## src/rtl/crb_pkg.sv

```systemverilog
package crb_pkg;

    // Head area byte offsets
    localparam int unsigned OFF_LOC_STATE = 32'h00;
    localparam int unsigned OFF_LOC_CTRL  = 32'h08;
    localparam int unsigned OFF_LOC_STS   = 32'h0C;
    localparam int unsigned OFF_IFID_LO   = 32'h30;
    localparam int unsigned OFF_IFID_HI   = 32'h34;
    localparam int unsigned OFF_EXT_LO    = 32'h38;
    localparam int unsigned OFF_EXT_HI    = 32'h3C;

    // Control area byte offsets (order is fixed by host software)
    localparam int unsigned OFF_REQ       = 32'h40;
    localparam int unsigned OFF_STS       = 32'h44;
    localparam int unsigned OFF_CANCEL    = 32'h48;
    localparam int unsigned OFF_START     = 32'h4C;
    localparam int unsigned OFF_IRQ_EN    = 32'h50;
    localparam int unsigned OFF_IRQ_STS   = 32'h54;
    localparam int unsigned OFF_CMD_SZ    = 32'h58;
    localparam int unsigned OFF_CMD_LO    = 32'h5C;
    localparam int unsigned OFF_CMD_HI    = 32'h60;
    localparam int unsigned OFF_RSP_SZ    = 32'h64;
    localparam int unsigned OFF_RSP_LO    = 32'h68;
    localparam int unsigned OFF_RSP_HI    = 32'h6C;

    // Bit positions decoded by host software
    localparam int unsigned BIT_LOC_GRAB     = 0;
    localparam int unsigned BIT_LOC_DROP     = 1;
    localparam int unsigned BIT_LOC_OWNED    = 1;
    localparam int unsigned BIT_LOC_VALID    = 7;
    localparam int unsigned BIT_REQ_READY    = 0;
    localparam int unsigned BIT_REQ_IDLE     = 1;
    localparam int unsigned BIT_STS_FAULT    = 0;
    localparam int unsigned BIT_STS_IDLE     = 1;
    localparam int unsigned BIT_DOORBELL     = 0;

endpackage

```

## src/rtl/crb_locality.sv

```systemverilog
module crb_locality (
    input  logic clk,
    input  logic rst_n,
    input  logic wr_en,
    input  logic grab,
    input  logic drop,
    output logic owned,
    output logic valid
);

    typedef struct packed {
        logic owned;
        logic valid;
    } loc_st_t;

    loc_st_t st_d, st_q;

    always_comb begin
        st_d       = st_q;
        st_d.valid = 1'b1;
        if (wr_en) begin
            if (drop) begin
                st_d.owned = 1'b0;
            end else if (grab) begin
                st_d.owned = 1'b1;
            end
        end
    end

    always_ff @(posedge clk or negedge rst_n) begin
        if (!rst_n) begin
            st_q <= '0;
        end else begin
            st_q <= st_d;
        end
    end

    assign owned = st_q.owned;
    assign valid = st_q.valid;

endmodule

```

## src/rtl/crb_readiness.sv

```systemverilog
module crb_readiness #(
    parameter int unsigned ACK_DELAY = 4
) (
    input  logic clk,
    input  logic rst_n,
    input  logic wr_en,
    input  logic want_ready,
    input  logic want_idle,
    output logic pend_ready,
    output logic pend_idle,
    output logic dev_ready,
    output logic dev_idle,
    output logic idle_ack
);

    localparam int unsigned CNT_W = (ACK_DELAY < 2) ? 1 : $clog2(ACK_DELAY);
    localparam logic [CNT_W-1:0] CNT_LAST = CNT_W'(ACK_DELAY - 1);

    typedef struct packed {
        logic             pend_ready;
        logic             pend_idle;
        logic             ready;
        logic             idle;
        logic             ack;
        logic [CNT_W-1:0] cnt;
    } rdy_st_t;

    localparam rdy_st_t RST_ST = '{
        pend_ready: 1'b0,
        pend_idle:  1'b0,
        ready:      1'b0,
        idle:       1'b1,
        ack:        1'b0,
        cnt:        '0
    };

    rdy_st_t st_d, st_q;

    always_comb begin
        st_d     = st_q;
        st_d.ack = 1'b0;

        // Count down an outstanding request and retire it
        if (st_q.pend_ready || st_q.pend_idle) begin
            if (st_q.cnt == CNT_LAST) begin
                if (st_q.pend_ready) begin
                    st_d.ready = 1'b1;
                    st_d.idle  = 1'b0;
                end else begin
                    st_d.ready = 1'b0;
                    st_d.idle  = 1'b1;
                    st_d.ack   = 1'b1;
                end
                st_d.pend_ready = 1'b0;
                st_d.pend_idle  = 1'b0;
                st_d.cnt        = '0;
            end else begin
                st_d.cnt = st_q.cnt + 1'b1;
            end
        end

        // A new request replaces any outstanding one; ready wins a tie
        if (wr_en && (want_ready || want_idle)) begin
            st_d.pend_ready = want_ready;
            st_d.pend_idle  = want_idle && !want_ready;
            st_d.cnt        = '0;
        end
    end

    always_ff @(posedge clk or negedge rst_n) begin
        if (!rst_n) begin
            st_q <= RST_ST;
        end else begin
            st_q <= st_d;
        end
    end

    assign pend_ready = st_q.pend_ready;
    assign pend_idle  = st_q.pend_idle;
    assign dev_ready  = st_q.ready;
    assign dev_idle   = st_q.idle;
    assign idle_ack   = st_q.ack;

endmodule

```

## src/rtl/crb_doorbell.sv

```systemverilog
module crb_doorbell (
    input  logic clk,
    input  logic rst_n,
    input  logic wr_start,
    input  logic start_bit,
    input  logic wr_cancel,
    input  logic cancel_bit,
    input  logic launch_ok,
    input  logic cmd_done,
    output logic busy,
    output logic cancel_set,
    output logic launch_pulse
);

    typedef struct packed {
        logic busy;
        logic cancel;
        logic pulse;
    } bell_st_t;

    bell_st_t st_d, st_q;

    always_comb begin
        st_d       = st_q;
        st_d.pulse = 1'b0;

        if (st_q.busy && (cmd_done || st_q.cancel)) begin
            st_d.busy = 1'b0;
        end

        if (wr_cancel) begin
            st_d.cancel = cancel_bit;
        end

        if (wr_start && start_bit && launch_ok && !st_q.busy) begin
            st_d.busy  = 1'b1;
            st_d.pulse = 1'b1;
        end
    end

    always_ff @(posedge clk or negedge rst_n) begin
        if (!rst_n) begin
            st_q <= '0;
        end else begin
            st_q <= st_d;
        end
    end

    assign busy         = st_q.busy;
    assign cancel_set   = st_q.cancel;
    assign launch_pulse = st_q.pulse;

endmodule

```

## src/rtl/crb_ctrl_regs.sv

```systemverilog
module crb_ctrl_regs
    import crb_pkg::*;
#(
    parameter int unsigned ADDR_W    = 7,
    parameter int unsigned ACK_DELAY = 4,
    parameter logic [63:0] IFACE_ID  = 64'h0000_0001_1A2B_0041,
    parameter logic [63:0] CMD_ADDR  = 64'h0000_0000_FED4_0080,
    parameter logic [31:0] CMD_BYTES = 32'h0000_0F80,
    parameter logic [63:0] RSP_ADDR  = 64'h0000_0000_FED4_0080,
    parameter logic [31:0] RSP_BYTES = 32'h0000_0F80
) (
    input  logic              clk,
    input  logic              rst_n,
    input  logic [ADDR_W-1:0] reg_addr,
    input  logic [31:0]       reg_wdata,
    input  logic              reg_we,
    output logic [31:0]       reg_rdata,
    output logic              cmd_start,
    input  logic              cmd_done,
    input  logic              cmd_error,
    output logic              idle_ack
);

    localparam logic [ADDR_W-1:0] A_LOC_STATE = ADDR_W'(OFF_LOC_STATE);
    localparam logic [ADDR_W-1:0] A_LOC_CTRL  = ADDR_W'(OFF_LOC_CTRL);
    localparam logic [ADDR_W-1:0] A_LOC_STS   = ADDR_W'(OFF_LOC_STS);
    localparam logic [ADDR_W-1:0] A_IFID_LO   = ADDR_W'(OFF_IFID_LO);
    localparam logic [ADDR_W-1:0] A_IFID_HI   = ADDR_W'(OFF_IFID_HI);
    localparam logic [ADDR_W-1:0] A_EXT_LO    = ADDR_W'(OFF_EXT_LO);
    localparam logic [ADDR_W-1:0] A_EXT_HI    = ADDR_W'(OFF_EXT_HI);
    localparam logic [ADDR_W-1:0] A_REQ       = ADDR_W'(OFF_REQ);
    localparam logic [ADDR_W-1:0] A_STS       = ADDR_W'(OFF_STS);
    localparam logic [ADDR_W-1:0] A_CANCEL    = ADDR_W'(OFF_CANCEL);
    localparam logic [ADDR_W-1:0] A_START     = ADDR_W'(OFF_START);
    localparam logic [ADDR_W-1:0] A_IRQ_EN    = ADDR_W'(OFF_IRQ_EN);
    localparam logic [ADDR_W-1:0] A_IRQ_STS   = ADDR_W'(OFF_IRQ_STS);
    localparam logic [ADDR_W-1:0] A_CMD_SZ    = ADDR_W'(OFF_CMD_SZ);
    localparam logic [ADDR_W-1:0] A_CMD_LO    = ADDR_W'(OFF_CMD_LO);
    localparam logic [ADDR_W-1:0] A_CMD_HI    = ADDR_W'(OFF_CMD_HI);
    localparam logic [ADDR_W-1:0] A_RSP_SZ    = ADDR_W'(OFF_RSP_SZ);
    localparam logic [ADDR_W-1:0] A_RSP_LO    = ADDR_W'(OFF_RSP_LO);
    localparam logic [ADDR_W-1:0] A_RSP_HI    = ADDR_W'(OFF_RSP_HI);

    typedef struct packed {
        logic        fault;
        logic [31:0] irq_en;
        logic [31:0] irq_sts;
    } top_st_t;

    top_st_t st_d, st_q;

    logic wr_loc, wr_req, wr_cancel, wr_start, wr_irq_en, wr_irq_sts;
    logic loc_assigned, loc_valid;
    logic pend_ready, pend_idle, dev_ready, dev_idle;
    logic start_busy, cancel_q;
    logic error_flag;

    // Write decode
    assign wr_loc     = reg_we && (reg_addr == A_LOC_CTRL);
    assign wr_req     = reg_we && (reg_addr == A_REQ);
    assign wr_cancel  = reg_we && (reg_addr == A_CANCEL);
    assign wr_start   = reg_we && (reg_addr == A_START);
    assign wr_irq_en  = reg_we && (reg_addr == A_IRQ_EN);
    assign wr_irq_sts = reg_we && (reg_addr == A_IRQ_STS);

    crb_locality u_loc (
        .clk   (clk),
        .rst_n (rst_n),
        .wr_en (wr_loc),
        .grab  (reg_wdata[BIT_LOC_GRAB]),
        .drop  (reg_wdata[BIT_LOC_DROP]),
        .owned (loc_assigned),
        .valid (loc_valid)
    );

    crb_readiness #(
        .ACK_DELAY (ACK_DELAY)
    ) u_rdy (
        .clk        (clk),
        .rst_n      (rst_n),
        .wr_en      (wr_req),
        .want_ready (reg_wdata[BIT_REQ_READY]),
        .want_idle  (reg_wdata[BIT_REQ_IDLE]),
        .pend_ready (pend_ready),
        .pend_idle  (pend_idle),
        .dev_ready  (dev_ready),
        .dev_idle   (dev_idle),
        .idle_ack   (idle_ack)
    );

    crb_doorbell u_bell (
        .clk          (clk),
        .rst_n        (rst_n),
        .wr_start     (wr_start),
        .start_bit    (reg_wdata[BIT_DOORBELL]),
        .wr_cancel    (wr_cancel),
        .cancel_bit   (reg_wdata[BIT_DOORBELL]),
        .launch_ok    (loc_assigned && dev_ready),
        .cmd_done     (cmd_done),
        .busy         (start_busy),
        .cancel_set   (cancel_q),
        .launch_pulse (cmd_start)
    );

    // Fault flag and plain storage
    always_comb begin
        st_d = st_q;
        if (cmd_error) begin
            st_d.fault = 1'b1;
        end
        if (wr_irq_en) begin
            st_d.irq_en = reg_wdata;
        end
        if (wr_irq_sts) begin
            st_d.irq_sts = reg_wdata;
        end
    end

    always_ff @(posedge clk or negedge rst_n) begin
        if (!rst_n) begin
            st_q <= '0;
        end else begin
            st_q <= st_d;
        end
    end

    assign error_flag = st_q.fault;

    // Read mux
    always_comb begin
        reg_rdata = '0;
        case (reg_addr)
            A_LOC_STATE: begin
                reg_rdata[BIT_LOC_OWNED] = loc_assigned;
                reg_rdata[BIT_LOC_VALID] = loc_valid;
            end
            A_LOC_STS:   reg_rdata[0] = loc_assigned;
            A_IFID_LO:   reg_rdata = IFACE_ID[31:0];
            A_IFID_HI:   reg_rdata = IFACE_ID[63:32];
            A_EXT_LO:    reg_rdata = '0;
            A_EXT_HI:    reg_rdata = '0;
            A_REQ: begin
                reg_rdata[BIT_REQ_READY] = pend_ready;
                reg_rdata[BIT_REQ_IDLE]  = pend_idle;
            end
            A_STS: begin
                reg_rdata[BIT_STS_FAULT] = st_q.fault;
                reg_rdata[BIT_STS_IDLE]  = dev_idle;
            end
            A_CANCEL:    reg_rdata[BIT_DOORBELL] = cancel_q;
            A_START:     reg_rdata[BIT_DOORBELL] = start_busy;
            A_IRQ_EN:    reg_rdata = st_q.irq_en;
            A_IRQ_STS:   reg_rdata = st_q.irq_sts;
            A_CMD_SZ:    reg_rdata = CMD_BYTES;
            A_CMD_LO:    reg_rdata = CMD_ADDR[31:0];
            A_CMD_HI:    reg_rdata = CMD_ADDR[63:32];
            A_RSP_SZ:    reg_rdata = RSP_BYTES;
            A_RSP_LO:    reg_rdata = RSP_ADDR[31:0];
            A_RSP_HI:    reg_rdata = RSP_ADDR[63:32];
            default:     reg_rdata = '0;
        endcase
    end

endmodule

```

## config.mk

```make
export PLATFORM = sky130hd
export DESIGN_NAME = crb_ctrl_regs
export DESIGN_NICKNAME = d
export VERILOG_FILES = /design/src/rtl/crb_pkg.sv /design/src/rtl/crb_locality.sv /design/src/rtl/crb_readiness.sv /design/src/rtl/crb_doorbell.sv /design/src/rtl/crb_ctrl_regs.sv
export SDC_FILE = /design/constraint.sdc
export NUM_CORES = 1
export LEC_CHECK = 0
export BUFFER_PORTS_ARGS = -buffer_cell sky130_fd_sc_hd__buf_2
export CAP_MARGIN = 40
export CELL_PAD_IN_SITES_DETAIL_PLACEMENT = 1
export CELL_PAD_IN_SITES_GLOBAL_PLACEMENT = 1
export CORE_ASPECT_RATIO = 1.1
export CORE_MARGIN = 2
export CORE_UTILIZATION = 47
export DETAILED_ROUTE_END_ITERATION = 8
export PLACE_DENSITY = 0.95
export SETUP_SLACK_MARGIN = 0.05
export SLEW_MARGIN = 30
export SYNTH_ARGS = -nofsm -noshare
export SYNTH_HDL_FRONTEND = slang
export SYNTH_SLANG_ARGS = --single-unit
```

## constraint.sdc

```tcl
create_clock -name clk -period 2.8 [get_ports clk]
set_input_delay 0.56 -clock clk [delete_from_list [all_inputs] [get_ports clk]]
set_output_delay 0.56 -clock clk [all_outputs]
set_load 0.02 [all_outputs]
```

## Word-level counts from Yosys, hierarchy flattened

Cells that the tools add are included.
W data, S select, Z words.

- Register bits after elaboration: 77
- Input bits: 44
- Output and inout port bits: 34

- Add/subtract/negate cells: 1
- Eq/ne operators: 15
- Mux-type cells: 17
- Reduce and logical (&&, ||, !) cells: 30

Operator list:

| kind | count |
|---|---|
| $pmux W24 S5 | 1 |
| $eq A7 B7 Y1 const B | 10 |
| $pmux W5 S3 | 1 |
| $eq A7 B4 Y1 const B | 2 |
| $eq A7 B6 Y1 const B | 2 |
| $logic_and A1 B1 Y1 | 13 |
| $mux W2 | 4 |
| $pmux W1 S8 | 1 |
| $reduce_bool A2 Y1 | 4 |
| $logic_not A7 Y1 | 1 |
| $mux W7 | 1 |
| $mux W1 | 6 |
| $reduce_and A2 Y1 | 3 |
| $reduce_or A2 Y1 | 3 |
| $mux W5 | 1 |
| $pmux W1 S5 | 1 |
| $pmux W1 S4 | 1 |
| $reduce_or A4 Y1 | 1 |
| $logic_or A1 B1 Y1 | 3 |
| $add A2 B1 Y2 const B | 1 |
| $eq A2 B2 Y1 const B | 1 |
| $logic_not A1 Y1 | 2 |

## Longest topological paths before layout

Gate-level depths: netlist (run 1).

- Depth in word-level cells: 6
- Mapped depth: 7
- Depth with buffers taken out: 4

## By module

Synthesis (run 1) repeated with hierarchy kept, for this count alone.

- Cell total of the unflattened synthesis: 265
- Area, all modules: 3537.1 µm²

By module, submodules not included:

| module | instances | cells each | area an instance (µm²) | seq. area each (µm²) |
|---|---|---|---|---|
| crb_ctrl_regs | 1 | 224 | 3054.2 | 1626.6 |
| crb_readiness | 1 | 28 | 307.8 | 176.4 |
| crb_doorbell | 1 | 8 | 111.4 | 75.1 |
| crb_locality | 1 | 5 | 63.8 | 50.0 |

## Worst setup path before layout (run 1)

Ideal clock, no wire load.

- Path kind: input to output
- Start: in reg_addr[6]
- End: out reg_rdata[7]
- Arrival time: 1.745 ns
- Data required time: 2.240 ns
- Slack: 0.495 ns
- Stages on the path: 5
- Path through: buf_2 > and3b_2 > a221oi_1 > nor3_1 > or3_1

- Longest elaborated chain between the ends: 3
- Elaborated cells between the ends (all ways): 9
- Classes of those cells: eq/ne: 6; mux: 1; reduce/logical: 2

RTL lines:

| what | line | source |
|---|---|---|
| start: declaration | crb_ctrl_regs.sv:14 | `input logic [ADDR_W-1:0] reg_addr,` |
| $eq A7 B7 Y1 | crb_ctrl_regs.sv:132 | `case (reg_addr)` |
| $reduce_or A4 Y1 (no source line) | -- |  |
| $pmux W1 S4 (*) | crb_ctrl_regs.sv:132 |  |
| end: declaration | crb_ctrl_regs.sv:17 | `output logic [31:0] reg_rdata,` |

Every way passes the cells marked *; elsewhere a longest branch is shown, timed or not.

## Worst setup path after layout (run 1)

- Start: in reg_addr[3]
- End: out reg_rdata[8]

- Longest elaborated chain between the ends: 3
- Elaborated cells between the ends (all ways): 10
- Classes of those cells: eq/ne: 7; mux: 1; reduce/logical: 2

RTL lines:

| what | line |
|---|---|
| $eq A7 B7 Y1 | crb_ctrl_regs.sv:132 |
| $reduce_or A2 Y1 (no source line) | -- |
| $pmux W24 S5 (*) | crb_ctrl_regs.sv:132 |

Marked as above.

==> results.txt, run 1 <==
Max-cap viol count - 0
Nets - 395
Cts repair resizes - 0
Final setup vio count - 0
Fraction of registers with async set/reset - 100.0%
Sw power - 599.4 uW
Worst endpoint required time - 2.24 ns
DRT iter0 DRCs - 61
Max Freq - 384.3 MHz
Initial cell density of the core - 47.89%
Synth-to-Final Area Change - 20.96%
Power per cell area - 573.6 nW/um2
Most frequent cells in the layout - 76 x dfrtp_1, 76 x buf_2, 63 x mux2_2
Die area - 8242 um2
Via Count - 2616
Post-Syn Area - 3540 um2
Critical Path Start Type - primary input
CP peak stage delay - 0.37 ns
Largest net degree at the start of global routing - 53
Vias per cell - 5.919
Crit path top cell by count - buf_2
Die Y - 95.02 um
Tot GR Track Use - 22.18%
Hold-fix buffer count after cts - 0
Status - finished clean
Global-route wire length before repair - 13770 um
Core Rows - 33
Reg-to-Reg Start - u_rdy.st_q[0]$_DFFE_PN0P_
Crit. Startpoint - reg_addr[3]
Top Ports - 78
Sink Count - 77
Register share of total power - 52.5%
Arrival time at the worst endpoint - 2.04 ns
# Post-CTS Setup Buffers - 0
Grt ovf - 0
Seq/Total Area, Yosys - 54.47%
Core Region - 7391 um2
Layout cell share with drive strength beyond 1 - 49.58%
EDFF count, synth - 0
Clock Pin Slew Worst Setup and Hold Paths - 0.08 ns
Ys Warns - 0
Final period utilization - 92.93%
Int Pwr - 1.856 mW
Initial antenna violation count - 0
Antenna Nets Post-Route - 0
Overall Power - 2.456 mW
Clock buffer depth - 2
Fin worst setup slack - 0.1980 ns
Final critical-path required period - 2.602 ns
Crit Path Max Fanout - 5
Gpl congestion - 0.8436
Netlist cell types - 47
RSZ-0062 raised after global routing - false
HPWL after detailed placement - 6315 um
Leakage - 2.195 nW
Top delay family on crit path - simple AND/OR/NAND/NOR gates
Clk_skew - 0.004870 ns
Clock network power share - 37.1%
Place WS - 0.1917 ns
Diodes inserted - 0
PortBufs - 77
Skew-Pair Late Insertion Delay - 0.35 ns
Die X-Extent - 86.75 um
Vias in the first global route - 2768
Final wirelength - 8692 um
# H-tree levels - 3
Switching share of power - 24.41%
Final Max Tran Viols - 0
Net count after synthesis - 314
Setup crit end kind - primary output
DR WL/cell - 19.67 um
Final hold viol count - 0
First-pass detailed-route iteration total - 4
Slowest CP cell - nor3_1
Critical Path, Cell by Cell - buf_2, nor3_1, nand2_1, o31ai_1, buf_4, a221o_1, buf_2
DRC viols - 0
WP buf/inv - 3
Comb pwr share - 10.4%
Ys flop type - dfrtp_1
Setup TNS - 0 ns
Worst hold-check path type - primary input to asynchronous set/reset pin
Synth Area per Inst - 13.16 um2
Kind of critical path - primary input to primary output
TritonCTS Buffers - 9
Root Driver - clkbuf_8
Post-synthesis register bit count - 77
Cells after synthesis - 269
Fin util - 57.93%
CTS tree - built
Worst VDD drop - 0.4040 mV
## cell usage after synthesis, types with 2 or more instances
library cell,n,area [um2]
a21oi_1,7,35.03
nand3b_1,2,15.01
a32o_1,2,20.02
nand2_1,15,56.30
o21ai_0,4,20.02
nor2b_1,3,18.77
a221o_2,2,22.52
and3_1,2,12.51
mux2_1,4,45.04
nor3_1,5,25.02
nor2_1,7,26.28
buf_4,7,52.55
or3_1,2,12.51
nor2_2,2,12.51
a221o_1,18,180.2
dfrtp_1,76,1902
nor3b_1,2,15.01
a22o_1,10,87.58
inv_1,3,11.26
mux2_2,63,709.4
buf_2,7,35.03
## worst paths after layout
| check | endpoint | slack [ns] | depth (start not counted) |
|---|---|---|---|
| hold / removal | st_q[54]$_DFFE_PN0P_ | 0.12 | 1 |
| max in group asynchronous | st_q[8]$_DFFE_PN0P_ | 2.10 | 2 |
| setup reg to reg | u_rdy.st_q[0]$_DFFE_PN0P_ | 1.69 | 4 |
| setup / recovery | reg_rdata[8] | 0.20 | 7 |
| min in group clk | error_flag$_DFFE_PN0P_ | 0.39 | 2 |
| hold reg to reg | error_flag$_DFFE_PN0P_ | 0.50 | 1 |
## worst register-to-register path: stages (launching register included)
cell     delay [ns]
dfrtp_1        0.40
ha_1           0.28
nor3_1         0.22
a21oi_1        0.06
nor2_1         0.09
## power groups by stage
stage          registers [mW]  clock network, mW  logic, mW
5_1_grt                  1.30              0.977      0.284
4_1_cts                  1.29              0.934      0.259
6_report                 1.29              0.911      0.255
3_5_place_dp             1.31                  0      0.257
3_3_place_gp             1.30                  0      0.233
2_1_floorplan            1.29                  0      0.155
## layout make-up
cell class / instances / area [um2]
Clock buffer: 11 / 131.4
Clock inverter: 5 / 85.08
Fill cell: 775 / 3109
Inverter: 3 / 11.26
Multi-Input combinational cell: 172 / 1509
Sequential cell: 77 / 1928
Tap cell: 87 / 108.9
Timing Repair Buffer: 87 / 508.0
## per-layer routing
metal	wire (um)	global-route usage, %
met1	3377	24.65
met2	4718	40.32
met3	378	5.281
met4	218	9.505
met5	0	0
## cell families (layout without fill, tap and decap cells)
kind of cell,Yosys count,after routing,share of synthesized area (%)
AOI/OAI and AO/OA,54,54,12.76
adders and majority gates,1,1,0.3534
buffers and inverters,20,106,3.322
DFF,77,77,54.47
muxes,67,67,21.31
other,1,1,0.1059
and+or+nand+nor,49,49,7.671
## through the flow
step | hold WS, ns | cells | instance area (um2)
2_1_floorplan | 0.2644 | 269 | 3540
3_3_place_gp | 0.4663 | 425 | 4038
3_5_place_dp | 0.4763 | 426 | 4065
4_1_cts | 0.1139 | 442 | 4282
5_1_grt | 0.1206 | 442 | 4282
6_report | 0.1153 | 442 | 4282
## sequential cells by signal, indices dropped and copies added, names as in the netlist
register / count
u_rdy.pend_ready: 1
u_loc.valid: 1
u_rdy.idle_ack: 1
u_rdy.st_q: 2
u_bell.launch_pulse: 1
st_q: 64
error_flag: 1
u_rdy.dev_idle: 1
u_bell.cancel_set: 1
u_rdy.dev_ready: 1
u_loc.owned: 1
u_bell.busy: 1
u_rdy.pend_idle: 1
Power figures use the tool's default switching activity.
==> run 2, diff against run 1 <==
--- a/config.mk
+++ b/config.mk
@@ -5,15 +5,16 @@
 export SDC_FILE = /design/constraint.sdc
 export NUM_CORES = 1
 export LEC_CHECK = 0
+export ABC_AREA = 1
 export BUFFER_PORTS_ARGS = -buffer_cell sky130_fd_sc_hd__buf_2
 export CAP_MARGIN = 40
 export CELL_PAD_IN_SITES_DETAIL_PLACEMENT = 1
 export CELL_PAD_IN_SITES_GLOBAL_PLACEMENT = 1
 export CORE_ASPECT_RATIO = 1.1
 export CORE_MARGIN = 2
-export CORE_UTILIZATION = 47
+export CORE_UTILIZATION = 43
 export DETAILED_ROUTE_END_ITERATION = 8
-export PLACE_DENSITY = 0.95
+export PLACE_DENSITY = 0.94
 export SETUP_SLACK_MARGIN = 0.05
 export SLEW_MARGIN = 30
 export SYNTH_ARGS = -nofsm -noshare
==> results.txt, run 2 <==
Leakage - 2.502 nW
DRC viols - 0
Net count after synthesis - 515
Final setup vio count - 0
Global-route wire length before repair - 17000 um
Simple-gate share of the synthesized area - 26.28%
Post-Synth XOR/XNOR Area - 0.2282%
Die X-Extent - 94.07 um
Gpl congestion - 0.8157
Diodes inserted - 0
Critical Path, Cell by Cell - buf_2, inv_1, nand2_1, nor2_1, nand2_1, o21ai_1, inv_1, nand3_1, buf_2
Commonest non-fill, non-tap cell in the layout - nand2_1
Kind of critical path - primary input to primary output
Largest net degree at the start of global routing - 65
Clk_skew - 0.001495 ns
Largest family of logic cells by synthesized area - simple AND/OR/NAND/NOR gates
Clock buffer depth - 2
Hold-fix buffer count after cts - 0
TritonCTS Buffers - 9
Sw power - 659.0 uW
HPWL after detailed placement - 6589 um
Die Y - 103.1 um
Tightest Pin Transition - 0.6921 ns
Skew-Pair Late Insertion Delay - 0.35 ns
Sink Count - 77
Nets - 588
Grt ovf - 0
Crit Path Max Fanout - 8
Final wirelength - 10020 um
Status - finished clean
Fill count - 1112
WP buf/inv - 4
Slowest CP cell - nor2_1
Most common library cells after synthesis - 177 x nand2_1, 76 x dfrtp_1, 54 x inv_1
Arrival time at the worst endpoint - 1.88 ns
Top-area cell type share of the netlist area - 49.56%
DRT iter0 DRCs - 148
Switching share of power - 25.20%
Synth Area per Inst - 8.165 um2
CP peak stage delay - 0.24 ns
Core Region - 8783 um2
Int Pwr - 1.956 mW
Top Ports - 78
Core Rows - 36
Post-synthesis register bit count - 77
Cells after synthesis - 470
# H-tree levels - 3
PortBufs - 77
Post-Syn Area - 3837 um2
Seq/Total Area, Yosys - 50.24%
Synth-to-Final Area Change - 18.06%
Clock Pin Slew Worst Setup and Hold Paths - 0.08 ns
Synth area leaders - dfrtp_1 50%, nand2_1 17%, o21ai_2 7.3%
RSZ-0062 raised after global routing - false
Vias in the first global route - 3602
Tot GR Track Use - 22.64%
Ys Warns - 0
Biggest regs - st_q: 64 flops, u_rdy.st_q: 2 flops
Power per cell area - 577.2 nW/um2
DR WL/cell - 15.14 um
Max-cap viol count - 0
Antenna Nets Post-Route - 0
First-pass detailed-route iteration total - 4
Final period utilization - 87.09%
Fin util - 51.58%
Ys flop type - dfrtp_1
Adder-Cell Fraction of Synth Area - 0.3261%
Critical Path Start Type - primary input
Initial cell density of the core - 43.69%
Largest Register - st_q
CTS tree - built
Initial antenna violation count - 0
Max FFs per register - 64
Register share of total power - 49.4%
Comb pwr share - 10.6%
Slew HR - 53.86%
# Post-CTS Setup Buffers - 0
Count leader, synth - nand2_1
Most frequent cells in the layout - 177 x nand2_1, 76 x dfrtp_1, 76 x buf_2
Worst endpoint required time - 2.24 ns
Max Freq - 410.1 MHz
Worst hold-check path type - primary input to asynchronous set/reset pin
Fraction of registers with async set/reset - 100.0%
EDFF count, synth - 0
Layout cell share with drive strength beyond 1 - 25.00%
Top delay family on crit path - buffers and inverters
Final hold viol count - 0
Cts repair resizes - 0
Compound-cell area share of the yosys netlist - 12.94%
Vias per cell - 5.050
Leading area contributor after synthesis - dfrtp_1
Final critical-path required period - 2.439 ns
Via Count - 3343
Worst VDD drop - 0.2425 mV
Root Driver - clkbuf_8
Mux contribution to synthesized area - 0%
Final Max Tran Viols - 0
Clock network power share - 40.0%
Setup crit end kind - primary output
Netlist cell types - 26
Setup TNS - 0 ns
Die area - 9697 um2
run 2: cell types whose count changed after synthesis, sizes merged, moves of 7 or more:
| cell | before | now |
|---|---|---|
| a221o | 20 | 0 |
| nor2 | 9 | 23 |
| inv | 3 | 55 |
| a22o | 10 | 0 |
| o21ai | 4 | 72 |
| mux2 | 67 | 0 |
| nand2 | 15 | 179 |
| a21oi | 7 | 0 |
| nand3 | 0 | 35 |
run 2: metrics by stage:
| stage | power [mW] | setup slack (ns) | hold WS (ns) | cells | instance area [um2] |
|---|---|---|---|---|---|
| after floorplan | 1.466 | 0.7549 | 0.2644 | 470 | 3837 |
| after global placement | 1.556 | 0.3741 | 0.4628 | 644 | 4235 |
| after detailed placement | 1.588 | 0.3285 | 0.4694 | 645 | 4263 |
| after CTS | 2.640 | 0.3204 | 0.1358 | 661 | 4511 |
| after global routing | 2.742 | 0.1643 | 0.1474 | 662 | 4531 |
| final | 2.615 | 0.3614 | 0.1377 | 662 | 4531 |
run 2: area by class of cell:
cell class	count	area (um2)	area share [%]
clock buffers	11	141.4	3.121
flip-flops and latches	77	1928	42.56
multi-input cells	319	1530	33.78
well taps	114	142.6	3.148
inverters	55	206.4	4.557
clock inverters	5	106.4	2.347
repair buffers	81	475.5	10.49
run 2: worst register-to-register path: cells and delay by family, from the launching register on:
family	cells	cell delay, ns
buffers and inverters	2	0.19
DFF	1	0.45
AOI/OAI and AO/OA	1	0.49
and+or+nand+nor	2	0.17
run 2: cells by family (layout without fill, tap and decap cells):
kind of cell / after synthesis / in the layout
flip-flops: 77 / 77
other: 1 / 1
XOR/XNOR: 1 / 1
AO/OA/AOI/OAI: 74 / 74
AND/OR/NAND/NOR: 242 / 242
buffers and inverters: 74 / 152
adder cells (fa/ha/maj): 1 / 1
run 2: power groups by stage:
| stage | clock, mW | combinational, mW | sequential, mW |
|---|---|---|---|
| global route | 1.11 | 0.324 | 1.31 |
| floorplan | 0 | 0.174 | 1.29 |
| finish | 1.05 | 0.278 | 1.29 |
| detailed placement | 0 | 0.278 | 1.31 |
| CTS | 1.06 | 0.284 | 1.29 |
| global placement | 0 | 0.252 | 1.30 |
run 2: final timing paths:
| check | startpoint | to | slack (ns) | cells after the start |
|---|---|---|---|---|
| max in group asynchronous | rst_n | st_q[6]$_DFFE_PN0P_ | 2.08 | 2 |
| max | reg_addr[0] | reg_rdata[29] | 0.36 | 9 |
| max reg2reg | u_rdy.pend_ready$_DFFE_PN0P_ | u_rdy.dev_ready$_DFFE_PN0P_ | 1.44 | 5 |
| min | rst_n | u_bell.cancel_set$_DFFE_PN0P_ | 0.14 | 1 |
| min reg2reg | st_q[57]$_DFFE_PN0P_ | st_q[57]$_DFFE_PN0P_ | 0.49 | 2 |
| min in group clk | cmd_error | error_flag$_DFFE_PN0P_ | 0.40 | 2 |
run 2: layer usage:
metal / vias to the layer above / wire, um / track usage, %
met2: 63 / 5296 / 41.04
met5: - / 0 / 0
li1: 1618 / - / -
met3: 17 / 290 / 2.997
met4: 0 / 180 / 9.476
met1: 1645 / 4253 / 27.12
